<file path="src/rtl/mcc_pkg.sv">
`timescale 1ns/1ps
package mcc_pkg;
    localparam int ST_W     = 4;
    localparam int ST_DATA  = 0;
    localparam int ST_TIMER = 1;
    localparam int ST_AND   = 2;
    localparam int ST_OR    = 3;

    localparam int N_DIR  = 2;
    localparam int DIR_UP = 0;
    localparam int DIR_DN = 1;

    typedef enum logic [1:0] {
        WIN_IDLE = 2'd0,
        WIN_RUN  = 2'd1,
        WIN_MET  = 2'd2
    } win_state_e;
endpackage

</file>
<file path="src/rtl/mcc_cross_detect.sv">
`timescale 1ns/1ps
module mcc_cross_detect
    import mcc_pkg::*;
#(
    parameter int SMP_W     = 16,
    parameter int LVL_W     = 8,
    parameter int LVL_SHIFT = 7
) (
    input  logic             clk,
    input  logic             rst_n,
    input  logic             smp_valid,
    input  logic [SMP_W-1:0] smp_data,
    input  logic [LVL_W-1:0] cfg_up_lvl,
    input  logic [LVL_W-1:0] cfg_dn_lvl,
    output logic [N_DIR-1:0] enter
);
    localparam int MAG_W = LVL_W + LVL_SHIFT;
    localparam int XW    = ((SMP_W > MAG_W) ? SMP_W : MAG_W) + 2;

    logic signed [XW-1:0] smp_x;
    logic signed [XW-1:0] up_x;
    logic signed [XW-1:0] dn_x;
    logic [N_DIR-1:0]     beyond;
    logic [N_DIR-1:0]     beyond_q;

    // strict comparison against scaled limits
    always_comb begin
        smp_x          = XW'($signed(smp_data));
        up_x           = XW'({cfg_up_lvl, {LVL_SHIFT{1'b0}}});
        dn_x           = -XW'({cfg_dn_lvl, {LVL_SHIFT{1'b0}}});
        beyond         = '0;
        beyond[DIR_UP] = (smp_x > up_x);
        beyond[DIR_DN] = (smp_x < dn_x);
    end

    // history advances on valid samples only
    always_ff @(posedge clk or negedge rst_n) begin
        if (!rst_n) begin
            beyond_q <= '0;
        end else if (smp_valid) begin
            beyond_q <= beyond;
        end
    end

    assign enter = smp_valid ? (beyond & ~beyond_q) : '0;
endmodule

</file>
<file path="src/rtl/mcc_sat_count.sv">
`timescale 1ns/1ps
module mcc_sat_count #(
    parameter int CNT_W = 4
) (
    input  logic             clk,
    input  logic             rst_n,
    input  logic             clr,
    input  logic             inc,
    output logic [CNT_W-1:0] q,
    output logic [CNT_W-1:0] nxt
);
    localparam logic [CNT_W-1:0] CNT_TOP = '1;

    logic [CNT_W-1:0] base;

    // saturation, R6 clear-then-count
    always_comb begin
        base = clr ? '0 : q;
        nxt  = (inc && (base != CNT_TOP)) ? base + CNT_W'(1) : base;
    end

    always_ff @(posedge clk or negedge rst_n) begin
        if (!rst_n) begin
            q <= '0;
        end else begin
            q <= nxt;
        end
    end
endmodule

</file>
<file path="src/rtl/mcc_window_fsm.sv">
`timescale 1ns/1ps
module mcc_window_fsm
    import mcc_pkg::*;
#(
    parameter int WIN_W = 10
) (
    input  logic             clk,
    input  logic             rst_n,
    input  logic             smp_valid,
    input  logic             cross_any,
    input  logic             or_hit,
    input  logic             cnt_rd,
    input  logic [WIN_W-1:0] cfg_win,
    output win_state_e       state,
    output logic             expire,
    output logic             clr_cnt
);
    win_state_e       state_n;
    logic [WIN_W-1:0] tmr_q;
    logic [WIN_W-1:0] tmr_n;
    logic             leave;
    logic             win_on;

    assign win_on = (cfg_win != '0);
    assign leave  = cnt_rd | expire;

    // next state and timer
    always_comb begin
        state_n = state;
        tmr_n   = tmr_q;
        unique case (state)
            WIN_IDLE: begin
                state_n = WIN_IDLE;
            end
            WIN_RUN: begin
                if (leave) begin
                    state_n = WIN_IDLE;
                end else begin
                    if (smp_valid) tmr_n = tmr_q - WIN_W'(1);
                    if (or_hit)    state_n = WIN_MET;
                end
            end
            WIN_MET: begin
                if (leave) begin
                    state_n = WIN_IDLE;
                end else if (smp_valid) begin
                    tmr_n = tmr_q - WIN_W'(1);
                end
            end
            default: begin
                state_n = WIN_IDLE;
            end
        endcase
        // start / restart
        if ((state_n == WIN_IDLE) && cross_any && win_on) begin
            state_n = or_hit ? WIN_MET : WIN_RUN;
            tmr_n   = cfg_win;
        end
    end

    // state register
    always_ff @(posedge clk or negedge rst_n) begin
        if (!rst_n) begin
            state <= WIN_IDLE;
            tmr_q <= '0;
        end else begin
            state <= state_n;
            tmr_q <= tmr_n;
        end
    end

    // outputs: R9 expiry, R6/R9 count clear
    always_comb begin
        expire  = (state != WIN_IDLE) && smp_valid && (tmr_q == WIN_W'(1));
        clr_cnt = cnt_rd || (expire && (state == WIN_RUN));
    end
endmodule

</file>
<file path="src/rtl/mcc_status_irq.sv">
`timescale 1ns/1ps
module mcc_status_irq
    import mcc_pkg::*;
(
    input  logic            clk,
    input  logic            rst_n,
    input  logic [ST_W-1:0] set,
    input  logic [ST_W-1:0] clr,
    input  logic [ST_W-1:0] en,
    output logic [ST_W-1:0] status,
    output logic            irq
);
    // per-bit sticky flag, set wins over clear
    for (genvar b = 0; b < ST_W; b++) begin : g_flag
        logic flag_q;
        always_ff @(posedge clk or negedge rst_n) begin
            if (!rst_n) begin
                flag_q <= 1'b0;
            end else begin
                flag_q <= set[b] | (flag_q & ~clr[b]);
            end
        end
        assign status[b] = flag_q;
    end

    // registered interrupt level
    always_ff @(posedge clk or negedge rst_n) begin
        if (!rst_n) begin
            irq <= 1'b0;
        end else begin
            irq <= |(status & en);
        end
    end
endmodule

</file>
<file path="src/rtl/motion_cross_counter.sv">
`timescale 1ns/1ps
module motion_cross_counter
    import mcc_pkg::*;
#(
    parameter int SMP_W     = 16,
    parameter int LVL_W     = 8,
    parameter int LVL_SHIFT = 7,
    parameter int CNT_W     = 4,
    parameter int NEED_W    = 3,
    parameter int WIN_W     = 10
) (
    input  logic                 clk,
    input  logic                 rst_n,
    input  logic                 smp_valid,
    input  logic [SMP_W-1:0]     smp_data,
    input  logic [LVL_W-1:0]     cfg_up_lvl,
    input  logic [LVL_W-1:0]     cfg_dn_lvl,
    input  logic [NEED_W-1:0]    cfg_need,
    input  logic [WIN_W-1:0]     cfg_win,
    input  logic [ST_W-1:0]      cfg_irq_en,
    input  logic                 cnt_rd,
    input  logic [ST_W-1:0]      stat_clr,
    output logic [2*CNT_W-1:0]   cnt_byte,
    output logic [ST_W-1:0]      status,
    output logic                 irq
);
    logic [N_DIR-1:0] enter;
    logic [CNT_W-1:0] cnt_q   [N_DIR];
    logic [CNT_W-1:0] cnt_nxt [N_DIR];
    logic [N_DIR-1:0] reach;
    logic             cross_any;
    logic             need_on;
    logic             or_hit;
    logic             and_hit;
    logic             clr_cnt;
    logic             win_expire;
    win_state_e       win_state;
    logic [ST_W-1:0]  st_set;

    mcc_cross_detect #(
        .SMP_W     (SMP_W),
        .LVL_W     (LVL_W),
        .LVL_SHIFT (LVL_SHIFT)
    ) u_detect (
        .clk        (clk),
        .rst_n      (rst_n),
        .smp_valid  (smp_valid),
        .smp_data   (smp_data),
        .cfg_up_lvl (cfg_up_lvl),
        .cfg_dn_lvl (cfg_dn_lvl),
        .enter      (enter)
    );

    for (genvar d = 0; d < N_DIR; d++) begin : g_dir
        mcc_sat_count #(.CNT_W(CNT_W)) u_cnt (
            .clk   (clk),
            .rst_n (rst_n),
            .clr   (clr_cnt),
            .inc   (enter[d]),
            .q     (cnt_q[d]),
            .nxt   (cnt_nxt[d])
        );
        assign reach[d] = (cnt_nxt[d] >= CNT_W'(cfg_need));
    end

    // events evaluated on the post-update counts
    always_comb begin
        cross_any = |enter;
        need_on   = (cfg_need != '0);
        or_hit    = cross_any && need_on && (|reach);
        and_hit   = cross_any && need_on && (&reach);
    end

    mcc_window_fsm #(.WIN_W(WIN_W)) u_win (
        .clk       (clk),
        .rst_n     (rst_n),
        .smp_valid (smp_valid),
        .cross_any (cross_any),
        .or_hit    (or_hit),
        .cnt_rd    (cnt_rd),
        .cfg_win   (cfg_win),
        .state     (win_state),
        .expire    (win_expire),
        .clr_cnt   (clr_cnt)
    );

    always_comb begin
        st_set           = '0;
        st_set[ST_DATA]  = smp_valid;
        st_set[ST_TIMER] = win_expire;
        st_set[ST_AND]   = and_hit;
        st_set[ST_OR]    = or_hit;
    end

    mcc_status_irq u_stat (
        .clk    (clk),
        .rst_n  (rst_n),
        .set    (st_set),
        .clr    (stat_clr),
        .en     (cfg_irq_en),
        .status (status),
        .irq    (irq)
    );

    // upward nibble high, downward nibble low
    assign cnt_byte = {cnt_q[DIR_UP], cnt_q[DIR_DN]};
endmodule

</file>
<file path="config.mk">
export PLATFORM = sky130hd
export DESIGN_NAME = motion_cross_counter
export DESIGN_NICKNAME = d
export VERILOG_FILES = /design/src/rtl/mcc_pkg.sv /design/src/rtl/mcc_cross_detect.sv /design/src/rtl/mcc_sat_count.sv /design/src/rtl/mcc_window_fsm.sv /design/src/rtl/mcc_status_irq.sv /design/src/rtl/motion_cross_counter.sv
export SDC_FILE = /design/constraint.sdc
export NUM_CORES = 1
export LEC_CHECK = 0
export BUFFER_PORTS_ARGS = -buffer_cell sky130_fd_sc_hd__buf_2
export CORE_UTILIZATION = 59
export CTS_BUF_LIST = sky130_fd_sc_hd__clkbuf_4
export DETAILED_ROUTE_END_ITERATION = 12
export GPL_ROUTABILITY_DRIVEN = 0
export PLACE_DENSITY = 0.88
export SLEW_MARGIN = 20
export SYNTH_ARGS = -nofsm -noshare
export SYNTH_HDL_FRONTEND = slang
export SYNTH_SLANG_ARGS = --single-unit
</file>
<file path="constraint.sdc">
create_clock -name clk -period 8.45 [get_ports clk]
set_input_delay 1.2675 -clock clk [delete_from_list [all_inputs] [get_ports clk]]
set_output_delay 1.2675 -clock clk [all_outputs]
set_load 0.01 [all_outputs]
</file>
==> results.sh, run 1 <==
export IMPL_final_max_slew_viol_count=0
export IMPL_ir_drop_uv=82.07
export IMPL_grt_most_used_layer="met2"
export IMPL_tightest_slew_ps=800.1
export IMPL_async_flop_share=1.000
export IMPL_maxCapViolations=0
export IMPL_cts_buffers=3
export IMPL_swShare=0.3888
export IMPL_share_comb_of_total_power=0.391
export IMPL_ys_warn_count=0
export IMPL_std_cell_rows=23
export IMPL_outcome="complete, no violations"
export IMPL_synth_largest_area_cell="dfrtp_1"
export IMPL_start_kind="input port"
export IMPL_timing_rr_end="u_win.tmr_q[3]"
export IMPL_switchingPower_mw=0.1492
export IMPL_fin_nets=470
export IMPL_portBuffers=69
export IMPL_worst_ep_arrival_time_ps=5540
export IMPL_synth_main_ff_cell="dfrtp_1"
export IMPL_grt_util_all_layers=0.2829
export IMPL_synth_edf_count=0
export IMPL_period_needed_ps=5306
export IMPL_grt_pass1_vias=2406
export IMPL_via_count=2541
export IMPL_setup_viol=0
export IMPL_p_int_mw=0.2345
export IMPL_avgSynthCellArea_um2=8.301
export IMPL_diodes=0
export IMPL_drt_first_pass_iters=4
export IMPL_p_leak_nw=1.512
export IMPL_critPathKind="in2reg"
export IMPL_r2r_start="u_win.state[0]"
export IMPL_clk_pin_slew_ps=150
export IMPL_ant_nets=0
export IMPL_synth_top_area_frac=0.2568
export IMPL_synth_fp_nets=407
export IMPL_synthCells=317
export IMPL_met3_usage=0.03125
export IMPL_design_area_mm2=0.003017
export IMPL_core_mm2=0.004144
export IMPL_grt_overflow=0
export IMPL_final_common_cell="buf_2"
export IMPL_whs_path_depth=1
export IMPL_critPathRequiredTime_ps=8680
export IMPL_hp_start="u_stat.g_flag[0].flag_q"
export IMPL_hold_violations=0
export IMPL_skew_ps=5.802
export IMPL_layout_common_cells="buf_2, nand2_1, inv_1, ha_1, dfrtp_1"
export IMPL_post_route_util=0.7280
export IMPL_clockBufferDepth=2
export IMPL_nFillCells=340
export IMPL_dieArea_mm2=0.004731
export IMPL_tns_ps=0
export IMPL_drt_initial_drc_count=184
export IMPL_hold_class="reg2reg"
export IMPL_pwr_share_seq=0.455
export IMPL_endpoint_kind="flop"
export IMPL_fmax_mhz=188.5
export IMPL_power_density_mw_per_mm2=127.2
export IMPL_cts_setup_buffers=0
export IMPL_area_delta_synth_final_pct=14.65
export IMPL_clock_latency_ps=340
export IMPL_wl_per_cell_um=14.71
export IMPL_yosysSeqAreaShare=0.2568
export IMPL_ys_types=55
export IMPL_cts_root_buf="clkbuf_4"
export IMPL_worstPathMaxFanout=19
export IMPL_grt_pass1_wl_um=9998
export IMPL_antenna_found_initial=0
export IMPL_met1_usage=0.3360
export IMPL_r2r_cells=17
export IMPL_io_pins=70
export IMPL_min_period_over_period=0.6280
export IMPL_synthTopCellsByArea="dfrtp_1, ha_1, nand2_1"
export IMPL_h_tree_depth=1
export IMPL_p_clk_frac=0.154
export IMPL_post_cts_resized=0
export IMPL_drc=0
export IMPL_synth_area_mm2=0.002631
export IMPL_cts_sinks=27
export IMPL_rrSetupSlack_ps=3570
export IMPL_register_area_um2=675.6
export IMPL_multi_input_area_mm2=0.001774
export IMPL_die_x_um=68.78
export IMPL_grt_max_degree=28
export IMPL_place_area_mm2=0.002978
export IMPL_relSlewSlack=0.4653
export IMPL_cts_tree="yes"
export IMPL_rsz0062_at_grt="false"
export IMPL_drive_gt1_frac=0.2322
export IMPL_cts_hold_buf=0
export IMPL_grtUsageMet2=0.5208
export IMPL_dieHeight_um=68.78
export IMPL_start_util=0.6350
export IMPL_power_mw=0.3837
export IMPL_hpwlAfterDp_um=5031
export IMPL_min_to="u_stat.g_flag[0].flag_q"
export IMPL_vias_per_cell=5.923
export IMPL_wirelength_um=6312
export IMPL_ys_seq_elements=27
worst max-delay path, cell delays in order:
cell      delay, ps
buf_2           110
nor2_1          170
nand2_1         130
or4_1           470
nor2_1          120
ha_1            260
nand3_1         100
nand4b_1        120
mux2_2          280
a21o_1          180
nor2_1           80
o21ai_0         170
xnor2_1         290
ha_1            270
nand2b_1        140
a21o_1          170
a21oi_1         180
nand3_2         130
o211ai_4        460
nor4b_1         350
nor3_1           90
how the worst max path moves through the flow:
stage                       start        endpoint  depth (start not counted)
detailed placement  cfg_dn_lvl[2]  u_win.tmr_q[3]                         21
finish              cfg_dn_lvl[2]  u_win.tmr_q[3]                         21
floorplan           cfg_dn_lvl[2]  u_win.tmr_q[2]                         21
CTS                 cfg_dn_lvl[2]  u_win.tmr_q[9]                         21
global route        cfg_dn_lvl[2]  u_win.tmr_q[7]                         21
global placement    cfg_dn_lvl[2]  u_win.tmr_q[5]                         21
sequential cells by signal, indices dropped and copies added (netlist names):
name / cells
u_detect.beyond_q: 2
u_stat.irq: 1
u_win.tmr_q: 10
g_dir.u_cnt.q: 8
u_win.state: 2
u_stat.g_flag.flag_q: 4
metal layers:
layer	vias to the layer above	share of wire	wire, um
met5	-	0	0
met4	0	0.019	123
met3	13	0.051	325
met2	75	0.50	3148
met1	1179	0.43	2716
li1	1274	-	-
stage by stage:
stage / cells / setup WS, ps / hold slack, ps
final: 429 / 3144 / 528.5
after global routing: 429 / 2855 / 566.4
after CTS: 429 / 3176 / 529.6
after detailed placement: 425 / 2791 / 493.8
after global placement: 425 / 3080 / 485.9
after floorplan: 317 / 3576 / 473.7
cell usage after synthesis (5+ instances only):
cell type  instances
nor2_1            21
nor4_1             7
a21o_1             7
nand2_1           35
xnor2_1           12
o31ai_1            9
nor4b_1            7
nor3_1            12
xor2_1             6
ha_1              33
a21oi_1           16
dfrtp_1           27
o21ai_0           11
clkbuf_1           5
inv_1             33
nand3_1           10
kinds of logic after synthesis:
logic type | Yosys count | share of synthesized area
simple gates | 121 | 0.2492
compound gates | 69 | 0.1845
buf+inv | 45 | 0.07608
fa+ha+maj | 33 | 0.1569
flops | 27 | 0.2568
xor+xnor | 18 | 0.05991
mux | 4 | 0.01664
power groups by stage:
stage	logic [mW]	clock network, mW	registers [mW]
6_report	0.150	0.0590	0.175
5_1_grt	0.170	0.0662	0.178
4_1_cts	0.148	0.0609	0.174
2_1_floorplan	0.104	0	0.172
3_3_place_gp	0.140	0	0.176
3_5_place_dp	0.146	0	0.177
layout make-up:
class | instances | share of cell area
Timing Repair Buffer | 70 | 0.1170
Clock inverter | 1 | 0.001659
Sequential cell | 27 | 0.2240
Multi-Input combinational cell | 245 | 0.5881
Inverter | 33 | 0.04106
Tap cell | 50 | 0.02074
Clock buffer | 3 | 0.007466
Power figures use the tool's default switching activity.
==> inputs of run 2 (changes only) <==
CORE_UTILIZATION = 50   (was 59)
PLACE_DENSITY = 0.79   (was 0.88)
clock period = 4.8 ns   (was 8.45 ns; I/O delays follow)
==> run 2 against run 1 <==
  * Worst setup slack worse by 2900 ps
  * Die area up 17%
  * Clock skew shrank 4.2 ps
  * Largest cell class unchanged
  * Largest power group unchanged
==> results.sh, run 2 (synthesis results as in run 1) <==
export IMPL_die_x_um=74.55
export IMPL_critical_path_top_delay_family="simple AND/OR/NAND/NOR gates"
export IMPL_p_leak_nw=1.542
export IMPL_cts_root_buf="clkbuf_4"
export IMPL_h_tree_depth=1
export IMPL_largest_reg_flops=10
export IMPL_top_regs="u_win.tmr_q (10), g_dir.u_cnt.q (8), u_stat.g_flag.flag_q (4)"
export IMPL_clock_latency_ps=330
export IMPL_dieHeight_um=74.55
export IMPL_dieArea_mm2=0.005557
export IMPL_critPathRequiredTime_ps=5030
export IMPL_cts_tree="yes"
export IMPL_drive_gt1_frac=0.2448
export IMPL_power_mw=0.6752
export IMPL_final_common_cell="buf_2"
export IMPL_worst_ep_arrival_time_ps=4750
export IMPL_rsz0062_at_grt="false"
export IMPL_hpwlAfterDp_um=4743
export IMPL_crit_path_frequent_cell="nor2_1"
export IMPL_portBuffers=69
export IMPL_core_mm2=0.005075
export IMPL_worstPathMaxFanout=19
export IMPL_min_period_over_period=0.9406
export IMPL_regMostFlops="u_win.tmr_q"
export IMPL_ant_nets=0
export IMPL_start_util=0.5185
export IMPL_std_cell_rows=26
export IMPL_power_density_mw_per_mm2=218.6
export IMPL_dp_cells=450
export IMPL_period_needed_ps=4515
export IMPL_antenna_found_initial=0
export IMPL_fin_nets=475
export IMPL_clk_pin_slew_ps=160
export IMPL_tns_ps=0
export IMPL_relSlewSlack=0.4433
export IMPL_tightest_slew_ps=832.0
export IMPL_setup_viol=0
export IMPL_drc=0
export IMPL_io_pins=70
export IMPL_final_max_slew_viol_count=0
export IMPL_grt_max_degree=28
export IMPL_wl_per_cell_um=13.17
export IMPL_final_cells=454
export IMPL_critPathKind="in2reg"
export IMPL_cp_slowest_cell="or4_1"
export IMPL_maxCapViolations=0
export IMPL_grt_overflow=0
export IMPL_critPathMaxStageDelay_ps=460
export IMPL_hold_class="in2async"
export IMPL_ir_drop_uv=166.4
export IMPL_cts_buffers=3
export IMPL_nFillCells=460
export IMPL_wirelength_um=5981
export IMPL_cts_sinks=27
export IMPL_skew_ps=1.617
export IMPL_place_area_mm2=0.003045
export IMPL_fmax_mhz=221.5
export IMPL_via_count=2529
export IMPL_register_area_um2=675.6
export IMPL_layout_common_cells="buf_2, nand2_1, inv_1, ha_1, dfrtp_1"
export IMPL_cts_setup_buffers=0
export IMPL_path_cells="buf_2 -> nor2_1 -> nand2_1 -> or4_1 -> nor2_1 -> ha_1 -> nand3_1 -> nand4b_1 -> mux2_2 -> a21o_1 -> nor2_1 -> o21ai_0 -> xnor2_1 -> ha_1 -> nand2b_1 -> a21o_1 -> a21oi_1 -> nand3_2 -> o211ai_4 -> buf_12 -> nor4b_1 -> nor3_1"
export IMPL_endpoint_kind="flop"
export IMPL_clockBufferDepth=2
export IMPL_grt_pass1_vias=2316
export IMPL_diodes=0
export IMPL_hold_violations=0
export IMPL_outcome="complete, no violations"
export IMPL_cp_num_buf_inv=2
export IMPL_area_delta_synth_final_pct=17.36
export IMPL_grt_pass1_wl_um=9949
export IMPL_drt_first_pass_iters=4
export IMPL_grt_util_all_layers=0.2317
export IMPL_start_kind="input port"
export IMPL_post_cts_resized=0
export IMPL_design_area_mm2=0.003088
export IMPL_vias_per_cell=5.570
export IMPL_cts_hold_buf=0
export IMPL_multi_input_area_mm2=0.001768
export IMPL_drt_initial_drc_count=89
-- run 2: changes by cell type in the layout (fill, tap and decap cells not counted), sizes merged --
| cell | previous run | this run |
|---|---|---|
| buf | 70 | 75 |
| clkinvlp | 0 | 1 |
| clkinv | 1 | 0 |
-- run 2: final timing paths --
check	startpoint	to	slack [ps]	depth (start not counted)
min in group clk	u_stat.g_flag[0].flag_q	u_stat.g_flag[0].flag_q	530	1
hold reg to reg	u_stat.g_flag[0].flag_q	u_stat.g_flag[0].flag_q	530	1
setup reg to reg	u_win.state[0]	u_win.tmr_q[7]	390	18
max in group asynchronous	rst_n	u_win.tmr_q[0]	4030	1
setup / recovery	cfg_dn_lvl[2]	u_win.tmr_q[7]	280	22
hold / removal	rst_n	u_detect.beyond_q[0]	370	1
-- run 2: final cells by class --
cell class,count,area share
clock inverters,1,0.002431
repair buffers,75,0.1305
clock buffers,3,0.007293
flip-flops and latches,27,0.2188
inverters,33,0.04011
multi-input cells,245,0.5725
well taps,70,0.02836
-- run 2: metrics by stage --
stage	hold slack, ps	utilization	worst slack, ps
2_1_floorplan	424.4	-	473.6
3_3_place_gp	482.1	0.6001	107.8
3_5_place_dp	492.7	0.6001	-109.0
4_1_cts	382.2	0.6060	254.6
5_1_grt	392.4	0.6085	39.88
6_report	371.1	0.6085	284.9
-- run 2: per-layer routing --
metal	track usage	wire, um	part of all wire
met5	0	0	0
met1	0.3033	2699	0.45
met3	0.03388	305	0.051
met4	0.04193	0	0
met2	0.4084	2975	0.50
-- run 2: power breakdown --
| part | internal [mW] | total, mW | switching [mW] |
|---|---|---|---|
| clock network | 0.0320 | 0.107 | 0.0746 |
| registers | 0.266 | 0.306 | 0.0400 |
| logic | 0.118 | 0.262 | 0.144 |
-- run 2: worst register-to-register path, cell delays in order, from the launching register on --
cell and delay [ps]:
dfrtp_1 440, inv_1 100, ha_1 220, nor4bb_1 410, and4_1 320, a21oi_1 90, buf_4 180, and2_1 170
ha_1 210, a41o_2 300, xnor2_1 200, ha_1 250, nand2b_1 140, a21o_1 180, a211o_1 340, o211ai_4 230
buf_12 170, nor4b_1 270, nor3_1 90
==> inputs of run 3 (changes only) <==
CORE_UTILIZATION = 49   (was 50)
CTS_BUF_LIST = sky130_fd_sc_hd__clkbuf_16   (was sky130_fd_sc_hd__clkbuf_4)
PLACE_DENSITY = 0.78   (was 0.79)
==> run 3 against run 2 <==
  * Final cell count decreased by 0.22%
  * Clock skew increased by 2.9 ps
  * Worst setup slack better by 93 ps
  * Sequential cell count stayed put
  * Routed wire length increased by 0.82%
  * Clock-buffer cell count unchanged
  * Utilization rose by 1.1 points
  * Die area is 2.0% higher
  * Non-clock buffer count decreased by 1
  * Global-route usage shrank 0.30 points
  * Final area up 3.2%
  * Critical path type is now reg2reg
  * Highest routed layer is now met4
==> results.sh, run 3 (synthesis results as in run 1) <==
export IMPL_outcome="complete, no violations"
export IMPL_hold_violations=0
export IMPL_core_mm2=0.005140
export IMPL_hpwlAfterDp_um=4709
export IMPL_path_cells="inv_1 -> ha_1 -> nor4bb_2 -> and4_1 -> a21oi_1 -> and2_1 -> ha_1 -> a41o_2 -> xnor2_1 -> ha_1 -> nand2b_1 -> a21o_1 -> a211o_1 -> o211ai_4 -> buf_12 -> nor4b_2 -> nor3_1"
export IMPL_layout_common_cells="buf_2, nand2_1, inv_1, ha_1, dfrtp_1"
export IMPL_hold_ws_ps=456.1
export IMPL_top_regs="u_win.tmr_q (10), g_dir.u_cnt.q (8), u_stat.g_flag.flag_q (4)"
export IMPL_final_cells=453
export IMPL_grt_util_all_layers=0.2287
export IMPL_grt_overflow=0
export IMPL_cts_buffers=3
export IMPL_drc=0
export IMPL_grt_pass1_wl_um=9949
export IMPL_nFillCells=479
export IMPL_critPathRequiredTime_ps=4950
export IMPL_largest_reg_flops=10
export IMPL_fin_nets=474
export IMPL_worst_ep_arrival_time_ps=4570
export IMPL_dieArea_mm2=0.005667
export IMPL_portBuffers=69
export IMPL_grt_pass1_vias=2257
export IMPL_final_common_cell="buf_2"
export IMPL_cts_hold_buf=0
export IMPL_std_cell_rows=26
export IMPL_vias_per_cell=5.492
export IMPL_start_util=0.5119
export IMPL_ant_nets=0
export IMPL_worstPathMaxFanout=19
export IMPL_maxCapViolations=0
export IMPL_dr_wl_met3_um=226
export IMPL_cts_setup_buffers=0
export IMPL_r2r_start="u_win.state[0]"
export IMPL_r2r_cells=17
export IMPL_dieHeight_um=75.28
export IMPL_wl_per_cell_um=13.31
export IMPL_diodes=0
export IMPL_rsz0062_at_grt="false"
export IMPL_register_area_um2=675.6
export IMPL_fmax_mhz=226.2
export IMPL_cts_root_buf="clkbuf_16"
export IMPL_skew_ps=4.526
export IMPL_hold_class="in2async"
export IMPL_via_count=2488
export IMPL_p_leak_nw=1.572
export IMPL_io_pins=70
export IMPL_power_density_mw_per_mm2=243.9
export IMPL_drt_first_pass_iters=4
export IMPL_crit_path_frequent_cell="ha_1"
export IMPL_timing_rr_end="u_win.tmr_q[3]"
export IMPL_min_period_over_period=0.9212
export IMPL_period_needed_ps=4422
export IMPL_clockBufferDepth=2
export IMPL_drive_gt1_frac=0.2611
export IMPL_place_area_mm2=0.003045
export IMPL_wl_met1_um=2820
export IMPL_tns_ps=0
export IMPL_tightest_slew_ps=940.9
export IMPL_clock_latency_ps=270
export IMPL_h_tree_depth=1
export IMPL_grt_max_degree=28
export IMPL_area_delta_synth_final_pct=21.07
export IMPL_cts_sinks=27
export IMPL_fin_ws_ps=378.3
export IMPL_power_mw=0.7769
export IMPL_clk_pin_slew_ps=70
export IMPL_relSlewSlack=0.3704
export IMPL_final_max_slew_viol_count=0
export IMPL_die_x_um=75.28
export IMPL_wl_met2_um=2945
export IMPL_cts_tree="yes"
export IMPL_cp_startpoint="u_win.state[0]"
export IMPL_design_area_mm2=0.003186
export IMPL_drt_initial_drc_count=85
export IMPL_place_ws_ps=13.33
export IMPL_endpoint_kind="flop"
export IMPL_antenna_found_initial=0
export IMPL_crit_path_end="u_win.tmr_q[3]"
export IMPL_dp_cells=449
export IMPL_critPathMaxStageDelay_ps=430
export IMPL_multi_input_area_mm2=0.001821
export IMPL_wirelength_um=6030
export IMPL_critPathKind="reg2reg"
export IMPL_cp_slowest_cell="nor4bb_2"
export IMPL_rrSetupSlack_ps=380
export IMPL_maxUsedRoutingLayer="met4"
export IMPL_setup_viol=0
export IMPL_start_kind="flop"
export IMPL_post_route_util=0.6198
export IMPL_ir_drop_uv=196.5
export IMPL_regMostFlops="u_win.tmr_q"
[run 3: final cells by class]
| class | instances | share of cell area |
|---|---|---|
| multi-input combinational | 245 | 0.5715 |
| sequential | 27 | 0.2121 |
| timing repair buffer | 74 | 0.1241 |
| inverter | 33 | 0.03888 |
| tap | 70 | 0.02749 |
| clock buffer | 3 | 0.02357 |
| clock inverter | 1 | 0.002357 |
[run 3: how the worst min path moves through the flow]
stage / startpoint / depth (start not counted) / to
finish: rst_n / 1 / u_detect.beyond_q[0]
global route: rst_n / 1 / u_win.tmr_q[1]
CTS: rst_n / 1 / u_win.state[1]
detailed placement: u_stat.g_flag[3].flag_q / 2 / u_stat.irq
global placement: u_stat.g_flag[1].flag_q / 1 / u_stat.g_flag[1].flag_q
floorplan: rst_n / 0 / g_dir[0].u_cnt.q[0]
[run 3: report_power, final]
| part | switching [mW] | internal (mW) | total, mW |
|---|---|---|---|
| Combinational | 0.150 | 0.120 | 0.270 |
| Clock | 0.0867 | 0.114 | 0.200 |
| Sequential | 0.0404 | 0.267 | 0.307 |
[run 3: repair_timing]
| action | 4_1_cts | 5_1_grt |
|---|---|---|
| endpoints found under the setup margin | 0 | 10 |
| gates resized for setup | 0 | 9 |
| hold endpoints to repair | 0 | 0 |
[run 3: layer usage]
layer,vias up,GRT usage
li1,1276,-
met1,1158,0.3145
met2,50,0.3810
met3,4,0.03614
met4,0,0.04733
met5,-,0
[run 3: worst max-delay path: cells and delay by family, from the launching register on]
kind,cells,cell delay (ps)
and+or+nand+nor,6,1450
DFF,1,420
adders and majority gates,3,680
buffers and inverters,2,270
xor gates and xnor gates,1,210
AOI/OAI and AO/OA,5,1260
